<file path="src/rtl/mmio_pkg.sv">
package mmio_pkg;

   // read-data multiplexer select; encoding is visible at the top port
   typedef enum logic [1:0] {
      SEL_MEM   = 2'b00,
      SEL_KDATA = 2'b01,
      SEL_KSTAT = 2'b10,
      SEL_DSTAT = 2'b11
   } rd_sel_e;

   // device slot index taken from address bits [2:1]
   typedef enum logic [1:0] {
      SLOT_KSTAT = 2'd0,
      SLOT_KDATA = 2'd1,
      SLOT_DSTAT = 2'd2,
      SLOT_DDATA = 2'd3
   } slot_e;

   typedef struct packed {
      logic kstat;
      logic dstat;
      logic ddata;
   } ld_vec_t;

endpackage

</file>
<file path="src/rtl/mmio_addr_decode.sv">
module mmio_addr_decode
   import mmio_pkg::*;
#(
   parameter int              ADDR_W  = 16,
   parameter logic [ADDR_W-1:0] IO_BASE = 'hFE00
) (
   input  logic              acc_en,
   input  logic              acc_wr,
   input  logic [ADDR_W-1:0] acc_addr,
   output logic              dev_hit,
   output logic              mem_en,
   output rd_sel_e           rd_sel,
   output ld_vec_t           ld
);

   localparam int PAGE_LSB = 3;

   if (IO_BASE[PAGE_LSB-1:0] != '0) begin : g_base_chk
      $error("IO_BASE must be aligned to an 8-byte device page");
   end

   slot_e slot;

   assign dev_hit = (acc_addr[ADDR_W-1:PAGE_LSB] == IO_BASE[ADDR_W-1:PAGE_LSB])
                    && !acc_addr[0];
   assign slot    = slot_e'(acc_addr[PAGE_LSB-1:1]);
   assign mem_en  = acc_en && !dev_hit;

   always_comb begin
      rd_sel = SEL_MEM;
      ld     = '0;
      if (acc_en && dev_hit) begin
         if (acc_wr) begin
            case (slot)
               SLOT_KSTAT: ld.kstat = 1'b1;
               SLOT_DSTAT: ld.dstat = 1'b1;
               SLOT_DDATA: ld.ddata = 1'b1;
               default:    ;
            endcase
         end else begin
            case (slot)
               SLOT_KSTAT: rd_sel = SEL_KSTAT;
               SLOT_KDATA: rd_sel = SEL_KDATA;
               SLOT_DSTAT: rd_sel = SEL_DSTAT;
               default:    rd_sel = SEL_MEM;
            endcase
         end
      end
   end

endmodule

</file>
<file path="src/rtl/mmio_dev_regs.sv">
module mmio_dev_regs
   import mmio_pkg::*;
#(
   parameter int DATA_W = 16
) (
   input  logic              clk,
   input  logic              rst_n,
   input  ld_vec_t           ld,
   input  logic [DATA_W-1:0] wr_data,
   input  logic              kchar_ld,
   input  logic [DATA_W-1:0] kchar,
   output logic [DATA_W-1:0] kstat_q,
   output logic [DATA_W-1:0] kdata_q,
   output logic [DATA_W-1:0] dstat_q,
   output logic [DATA_W-1:0] ddata_q
);

   localparam int N_WR = 3;

   logic [N_WR-1:0]   ld_bits;
   logic [DATA_W-1:0] wreg [N_WR];

   assign ld_bits = {ld.kstat, ld.dstat, ld.ddata};

   for (genvar i = 0; i < N_WR; i++) begin : g_wreg
      always_ff @(posedge clk) begin
         if (!rst_n)          wreg[i] <= '0;
         else if (ld_bits[i]) wreg[i] <= wr_data;
      end
   end

   always_ff @(posedge clk) begin
      if (!rst_n)        kdata_q <= '0;
      else if (kchar_ld) kdata_q <= kchar;
   end

   assign kstat_q = wreg[2];
   assign dstat_q = wreg[1];
   assign ddata_q = wreg[0];

endmodule

</file>
<file path="src/rtl/mmio_mem_model.sv">
module mmio_mem_model #(
   parameter int DATA_W  = 16,
   parameter int MEM_AW  = 6,
   parameter int MEM_LAT = 5
) (
   input  logic              clk,
   input  logic              rst_n,
   input  logic              mem_en,
   input  logic              wr,
   input  logic [MEM_AW-1:0] idx,
   input  logic [DATA_W-1:0] wdata,
   output logic [DATA_W-1:0] rdata,
   output logic              done
);

   localparam int WORDS = 1 << MEM_AW;
   localparam int CNT_W = (MEM_LAT > 1) ? $clog2(MEM_LAT) : 1;

   if (MEM_LAT < 1) begin : g_lat_chk
      $error("MEM_LAT must be at least 1");
   end

   logic [DATA_W-1:0] mem [WORDS];

   if (MEM_LAT == 1) begin : g_single
      assign done = mem_en;
   end else begin : g_multi
      logic [CNT_W-1:0] cnt;
      assign done = mem_en && (cnt == CNT_W'(MEM_LAT - 1));
      always_ff @(posedge clk) begin
         if (!rst_n || !mem_en || done) cnt <= '0;
         else                          cnt <= cnt + 1'b1;
      end
   end

   always_ff @(posedge clk) begin
      if (!rst_n) begin
         for (int w = 0; w < WORDS; w++) mem[w] <= '0;
      end else if (done && wr) begin
         mem[idx] <= wdata;
      end
   end

   assign rdata = mem[idx];

endmodule

</file>
<file path="src/rtl/mmio_decode_top.sv">
module mmio_decode_top
   import mmio_pkg::*;
#(
   parameter int                ADDR_W  = 16,
   parameter int                DATA_W  = 16,
   parameter logic [ADDR_W-1:0] IO_BASE = 'hFE00,
   parameter int                MEM_AW  = 6,
   parameter int                MEM_LAT = 5
) (
   input  logic              clk,
   input  logic              rst_n,
   input  logic              acc_en,
   input  logic              acc_wr,
   input  logic [ADDR_W-1:0] acc_addr,
   input  logic [DATA_W-1:0] wr_data,
   input  logic              kbd_char_ld,
   input  logic [DATA_W-1:0] kbd_char,
   output logic              mem_en,
   output logic [1:0]        rd_sel,
   output logic              ld_kstat,
   output logic              ld_dstat,
   output logic              ld_ddata,
   output logic [DATA_W-1:0] rd_data,
   output logic              ready,
   output logic [DATA_W-1:0] disp_data
);

   if (ADDR_W < 4 || MEM_AW < 1 || MEM_AW + 1 > ADDR_W) begin : g_geom_chk
      $error("address geometry parameters are inconsistent");
   end

   logic              dev_hit;
   rd_sel_e           sel;
   ld_vec_t           ld;
   logic              mem_done;
   logic [DATA_W-1:0] mem_q, kstat_q, kdata_q, dstat_q, ddata_q;

   mmio_addr_decode #(.ADDR_W(ADDR_W), .IO_BASE(IO_BASE)) dec_i (
      .acc_en   (acc_en),
      .acc_wr   (acc_wr),
      .acc_addr (acc_addr),
      .dev_hit  (dev_hit),
      .mem_en   (mem_en),
      .rd_sel   (sel),
      .ld       (ld)
   );

   mmio_dev_regs #(.DATA_W(DATA_W)) regs_i (
      .clk      (clk),
      .rst_n    (rst_n),
      .ld       (ld),
      .wr_data  (wr_data),
      .kchar_ld (kbd_char_ld),
      .kchar    (kbd_char),
      .kstat_q  (kstat_q),
      .kdata_q  (kdata_q),
      .dstat_q  (dstat_q),
      .ddata_q  (ddata_q)
   );

   mmio_mem_model #(.DATA_W(DATA_W), .MEM_AW(MEM_AW), .MEM_LAT(MEM_LAT)) mem_i (
      .clk    (clk),
      .rst_n  (rst_n),
      .mem_en (mem_en),
      .wr     (acc_wr),
      .idx    (acc_addr[MEM_AW:1]),
      .wdata  (wr_data),
      .rdata  (mem_q),
      .done   (mem_done)
   );

   always_comb begin
      case (sel)
         SEL_KSTAT: rd_data = kstat_q;
         SEL_KDATA: rd_data = kdata_q;
         SEL_DSTAT: rd_data = dstat_q;
         default:   rd_data = mem_en ? mem_q : '0;
      endcase
   end

   assign rd_sel    = sel;
   assign ld_kstat  = ld.kstat;
   assign ld_dstat  = ld.dstat;
   assign ld_ddata  = ld.ddata;
   assign ready     = (acc_en && dev_hit) || mem_done;
   assign disp_data = ddata_q;

endmodule

</file>
<file path="config.mk">
export PLATFORM = sky130hd
export DESIGN_NAME = mmio_decode_top
export DESIGN_NICKNAME = d
export VERILOG_FILES = /design/src/rtl/mmio_pkg.sv /design/src/rtl/mmio_addr_decode.sv /design/src/rtl/mmio_dev_regs.sv /design/src/rtl/mmio_mem_model.sv /design/src/rtl/mmio_decode_top.sv
export SDC_FILE = /design/constraint.sdc
export NUM_CORES = 2
export LEC_CHECK = 0
export BUFFER_PORTS_ARGS = -buffer_cell sky130_fd_sc_hd__buf_2
export CORE_UTILIZATION = 50
export CTS_BUF_LIST = sky130_fd_sc_hd__clkbuf_8
export CTS_CLUSTER_SIZE = 24
export DETAILED_ROUTE_END_ITERATION = 8
export PLACE_DENSITY = 0.66
export SETUP_SLACK_MARGIN = 0.15
export SLEW_MARGIN = 15
export SYNTH_ARGS = -nofsm -noshare
export SYNTH_HDL_FRONTEND = slang
export SYNTH_SLANG_ARGS = --single-unit
</file>
<file path="constraint.sdc">
create_clock -name clk -period 5.4 [get_ports clk]
set_input_delay 0.81 -clock clk [delete_from_list [all_inputs] [get_ports clk]]
set_output_delay 0.81 -clock clk [all_outputs]
set_load 0.01 [all_outputs]
</file>
-- Yosys cells after proc, flatten, opt, wreduce, memory -nomap -nowiden
Memories as Yosys holds them, arrays and structs flattened.
Index checks and enable logic that the tools add are counted.
- bits of input ports: 53
- memories kept: 2
- output and inout port bits: 39
- register bits after elaboration: 19
- memory bits (writable): 1072
- word-level logic and storage cells: 59
- memories (memory ; depth ; width ; read ports ; clocked after Yosys merged registers in ; wr ports ; line ; RTL):
    mem_i.mem ; 64 ; 16 ; 1 ; 0 ; 64 ; mmio_mem_model.sv:23 ; logic [DATA_W-1:0] mem [WORDS];
    regs_i.wreg ; 3 ; 16 ; 3 ; 0 ; 3 ; mmio_dev_regs.sv:21 ; logic [DATA_W-1:0] wreg [N_WR];
- multiplexer cells: 29
- equal/unequal tests: 8
- bitwise operators: 3
- $add $sub $neg: 1
- reductions and logical operators: 14
- operators with widths (cell ; number):
    2-to-1 mux 16 bit ; 5
    case mux 16 bit (3 select lines) ; 1
    2-to-1 mux 1 bit ; 17
    OR reduction 16 bit ; 1
    == test 13 bit, second input constant ; 1
    == test 2 bit, second input constant ; 4
    2-to-1 mux 3 bit ; 2
    2-to-1 mux 6 bit ; 1
    case mux 2 bit (3 select lines) ; 1
    logical AND 1 bit ; 5
    == test 2 x 1 -> 1 bit, second input constant ; 2
    zero test 1 bit ; 4
    2-to-1 mux 2 bit ; 2
    adder 3 x 1 -> 3 bit, second input constant ; 1
    == test 3 bit, second input constant ; 1
    logical OR 1 bit ; 3
    bitwise OR 1 bit ; 3
    zero test 2 bit ; 1

-- Longest topological paths before layout
- depth after elaboration: 11
- mapped depth: 14
- mapped depth without buffers: 8

-- Hierarchy
From an unflattened synthesis, not the netlist that was laid out.
- cells, all modules: 3802
- area, all modules: 50031.7 sq um
- modules (own cells, without submodules) (module ; instances ; cells each ; sequential area each (sq um) ; area an instance (sq um)):
    mmio_mem_model ; 1 ; 3550 ; 30809.5 ; 46880.0
    mmio_dev_regs ; 1 ; 159 ; 1761.7 ; 2424.8
    mmio_decode_top ; 1 ; 72 ; 0.0 ; 545.5
    mmio_addr_decode ; 1 ; 21 ; 0.0 ; 181.4

-- Worst setup path before layout
OpenSTA, ideal clock, no wires.
- path type: input to output
- from: input port acc_addr[2]
- to: output port rd_data[0]
- buffers on the path: 7
- path slack: 1.445 ns
- arrival: 3.145 ns
- data required time: 4.590 ns
- cell stages on the path: 13
- cell sequence: buf_2 > buf_4 > buf_2 > buf_2 > buf_2 > inv_1 > ha_1 > o21bai_1 > clkbuf_1 > clkbuf_1 > o22ai_1 > a32oi_1 > o21ai_0
- longest elaborated chain between the ends: 6
- elaborated cells on any way between the ends: 12
- classes of those cells: 5 x eq/ne; 5 x mux; 1 x reduce/logical; 1 x memory
- RTL lines (element ; line ; RTL):
    start: declaration ; mmio_decode_top.sv:14 ; input logic [ADDR_W-1:0] acc_addr,
    parallel branches: the longest is 5 deep, another holds memory read (64 x 16 bit) ; - ;
    case mux 16 bit (3 select lines) (*) ; mmio_decode_top.sv:73 ; case (sel)
    end: declaration ; mmio_decode_top.sv:23 ; output logic [DATA_W-1:0] rd_data,
Every way passes the cells marked *.

-- Worst setup path after layout
- from: input port acc_addr[2]
- to: output port rd_data[1]
The elaborated chain is that of the path after synthesis.

==> results.cfg <==
[floorplanning]
start_util_pct = 50.5
dieArea_sq_um = 103000
top_level_ports = 92
rows = 116
core-area_sq_um = 100000
die_x_um = 320
die_h_um = 320

[timing]
skew_ps = 35.3
fmaxAchievable_mhz = 194
holdWs_ps = 199
slew_headroom_pct = 20.4
timing.final.crit_share_pct = 95.6
maxSlewViolCount = 0
grt_setup_unrepaired = false
final_hold_viol_count = 0
worstMarginPinSlew_ps = 1190
finalWorstSetupSlack_ps = 237
setup_violations = 0
period_needed_ps = 5160
finalSetupTns_ps = 0

[clock_network]
clkTransAtPathRegs_ps = 70
htree_num_levels = 4
cts_tree = done
numCtsBuffers = 178
holdBufCountCts = 0
cts_setup_buffers = 0
cts_resized = 0
root_buffer = clkbuf_8
clock-sinks = 1091
worstSkewPairLatency_ps = 850
clockBufferDepth = 3

[place]
pre_cts_slack_ps = 372
port_buffers = 91
gp_congestion = 0.898
place_area_sq_um = 53000
dp_cells = 5027
dp.final_hpwl_um = 88600

[final_layout]
mostFrequentLayoutCell = edfxtp_1
final_cells = 5350
post-route-cell-area_sq_um = 56100
nFillCells = 8087
drive_above_1_share_pct = 16.9
final_cell_mix = edfxtp_1, and2_1, buf_4, clkbuf_8, mux2i_1
area_growth_pct = 10.8
nets = 3908

[yosys]
synth_cell_type_count = 53
yosysSeqAreaShare_pct = 64.3
syn_area_per_cell_sq_um = 13.5
async_reset_ff_share_pct = 0
syn_nets = 3812
synth_edf_count = 1072
ys_seq_elements = 1091
synth_cells = 3754
syn_area_sq_um = 50700
ys.flop_type = edfxtp_1
synth-warning-count = 0

[grt]
grt_first_pass_wirelength_um = 210000
gr-usage-all-layers_pct = 28.4
grt_antenna_before_repair = 3
overflow = 0
grt_pass1_vias = 30300
grt_start_max_net_pins = 79

[worst_setup_path]
worstSetupPathType = in -> out
cp.required_ps = 4590
end_kind = primary output
worstPathMaxFanout = 78
critPathLaunchType = input port
arrival_ps = 4350
rr_worst_depth = 9

[pwr]
ir_worst_vdd_v = 0.000260
p_sw_mw = 4.41
swShare_pct = 25.1
p_leak_nw = 21.2
seq_power_share_pct = 54.8
power_per_cell_area_nw_per_um2 = 314
combPwrFrac_pct = 8.1
clock_power_share_pct = 37.1
p_int_mw = 13.2

[routing]
drt_first_iter_violations = 3967
dr.pass1.iters = 6
wl_per_cell_um = 27.2
postRouteAntennaNets = 0
drt_wl_total_um = 146000
vias_per_cell = 5.96
drc = 0
vias = 31900

[status]
status = complete, no violations

[hold_path]
hp-class = in -> reg
hold_depth = 3

[job]
cap_violations = 0
[final timing paths]
path,endpoint,startpoint,slack [ps]
worst min-delay path,regs_i.kdata_q[3]$_SDFFE_PN0P_,kbd_char[3],200
worst max-delay path,rd_data[1],acc_addr[2],240
worst min register to register,mem_i.g_multi.cnt[0]$_SDFF_PP0_,mem_i.g_multi.cnt[0]$_SDFF_PP0_,460
worst max register to register,mem_i.mem[31][14]$_SDFFCE_PN0P_,mem_i.g_multi.cnt[0]$_SDFF_PP0_,2070
[routing by layer]
| metal | up-vias | wire length, um | global-route usage [%] |
|---|---|---|---|
| li1 | 14000 | - | - |
| met1 | 16000 | 59500 | 39.4 |
| met2 | 1555 | 67700 | 43.9 |
| met3 | 259 | 13200 | 5.83 |
| met4 | 0 | 5190 | 11.0 |
| met5 | - | 0 | 0 |
[worst max-delay path, stage by stage]
cell and delay (ps):
buf_8 550, buf_4 310, mux2_2 380, a221o_1 350, a22oi_1 200, o22ai_1 110, a2111oi_1 1030, buf_4 240
o22ai_1 100, buf_2 200
[cells in the mapped netlist, types with 3 or more instances]
cell type | n | area [sq um]
nor2_1 | 76 | 285
nand2_2 | 4 | 25.0
inv_1 | 52 | 195
o221ai_1 | 42 | 368
nand2b_1 | 23 | 144
nand3b_1 | 4 | 30.0
mux2_2 | 72 | 811
o21ai_0 | 123 | 616
a22o_1 | 74 | 648
buf_4 | 6 | 45.0
nand2_1 | 48 | 180
mux2i_1 | 173 | 1730
nor3b_1 | 19 | 143
dfxtp_1 | 19 | 380
clkbuf_1 | 288 | 1080
o211ai_1 | 21 | 158
nand4_1 | 5 | 31.3
a22oi_1 | 89 | 668
o22ai_1 | 77 | 482
ha_1 | 5 | 62.6
a221oi_1 | 6 | 52.6
buf_6 | 7 | 78.8
or2_2 | 3 | 18.8
buf_2 | 66 | 330
a221o_1 | 72 | 721
edfxtp_1 | 1072 | 32200
nor2_2 | 8 | 50.1
nor2b_1 | 22 | 138
mux4_2 | 66 | 1490
a21oi_1 | 31 | 155
buf_1 | 9 | 33.8
and3_1 | 53 | 332
nand3_1 | 54 | 270
nor4_1 | 15 | 93.8
and2_1 | 1028 | 6430
[cell families after synthesis]
logic type	after synthesis	share of synthesized area [%]
DFF	1091	64.3
and+or+nand+nor	1372	16.3
AOI/OAI and AO/OA	546	7.82
buffers and inverters	429	3.49
muxes	311	7.95
adders and majority gates	5	0.123
[cell type report]
cell class / count / area [sq um] / area share (%)
multi-input combinational: 2234 / 16400 / 29.2
clock inverter: 133 / 639 / 1.14
clock buffer: 181 / 2490 / 4.44
timing repair buffer: 292 / 2120 / 3.79
sequential: 1091 / 32600 / 58.1
tap: 1357 / 1700 / 3.03
antenna: 9 / 22.5 / 0.0401
inverter: 53 / 199 / 0.355
[power by group through the flow]
stage | clock, mW | sequential (mW) | combinational (mW)
floorplan | 0 | 9.81 | 0.780
global placement | 0 | 9.82 | 1.40
detailed placement | 0 | 9.83 | 1.41
CTS | 6.61 | 9.65 | 1.41
global route | 6.95 | 9.68 | 1.48
finish | 6.52 | 9.65 | 1.43
[flip-flops by register name, indices dropped and copies added (netlist names)]
name,flops
mem_i.mem,1024
regs_i.wreg,48
regs_i.kdata_q,16
mem_i.g_multi.cnt,3
[through the flow]
stage	util (%)	power, mW
floorplan	-	10.6
global placement	52.8	11.2
detailed placement	52.8	11.2
CTS	55.9	17.7
global route	55.9	18.1
finish	55.9	17.6
Power figures use the tool's default switching activity.
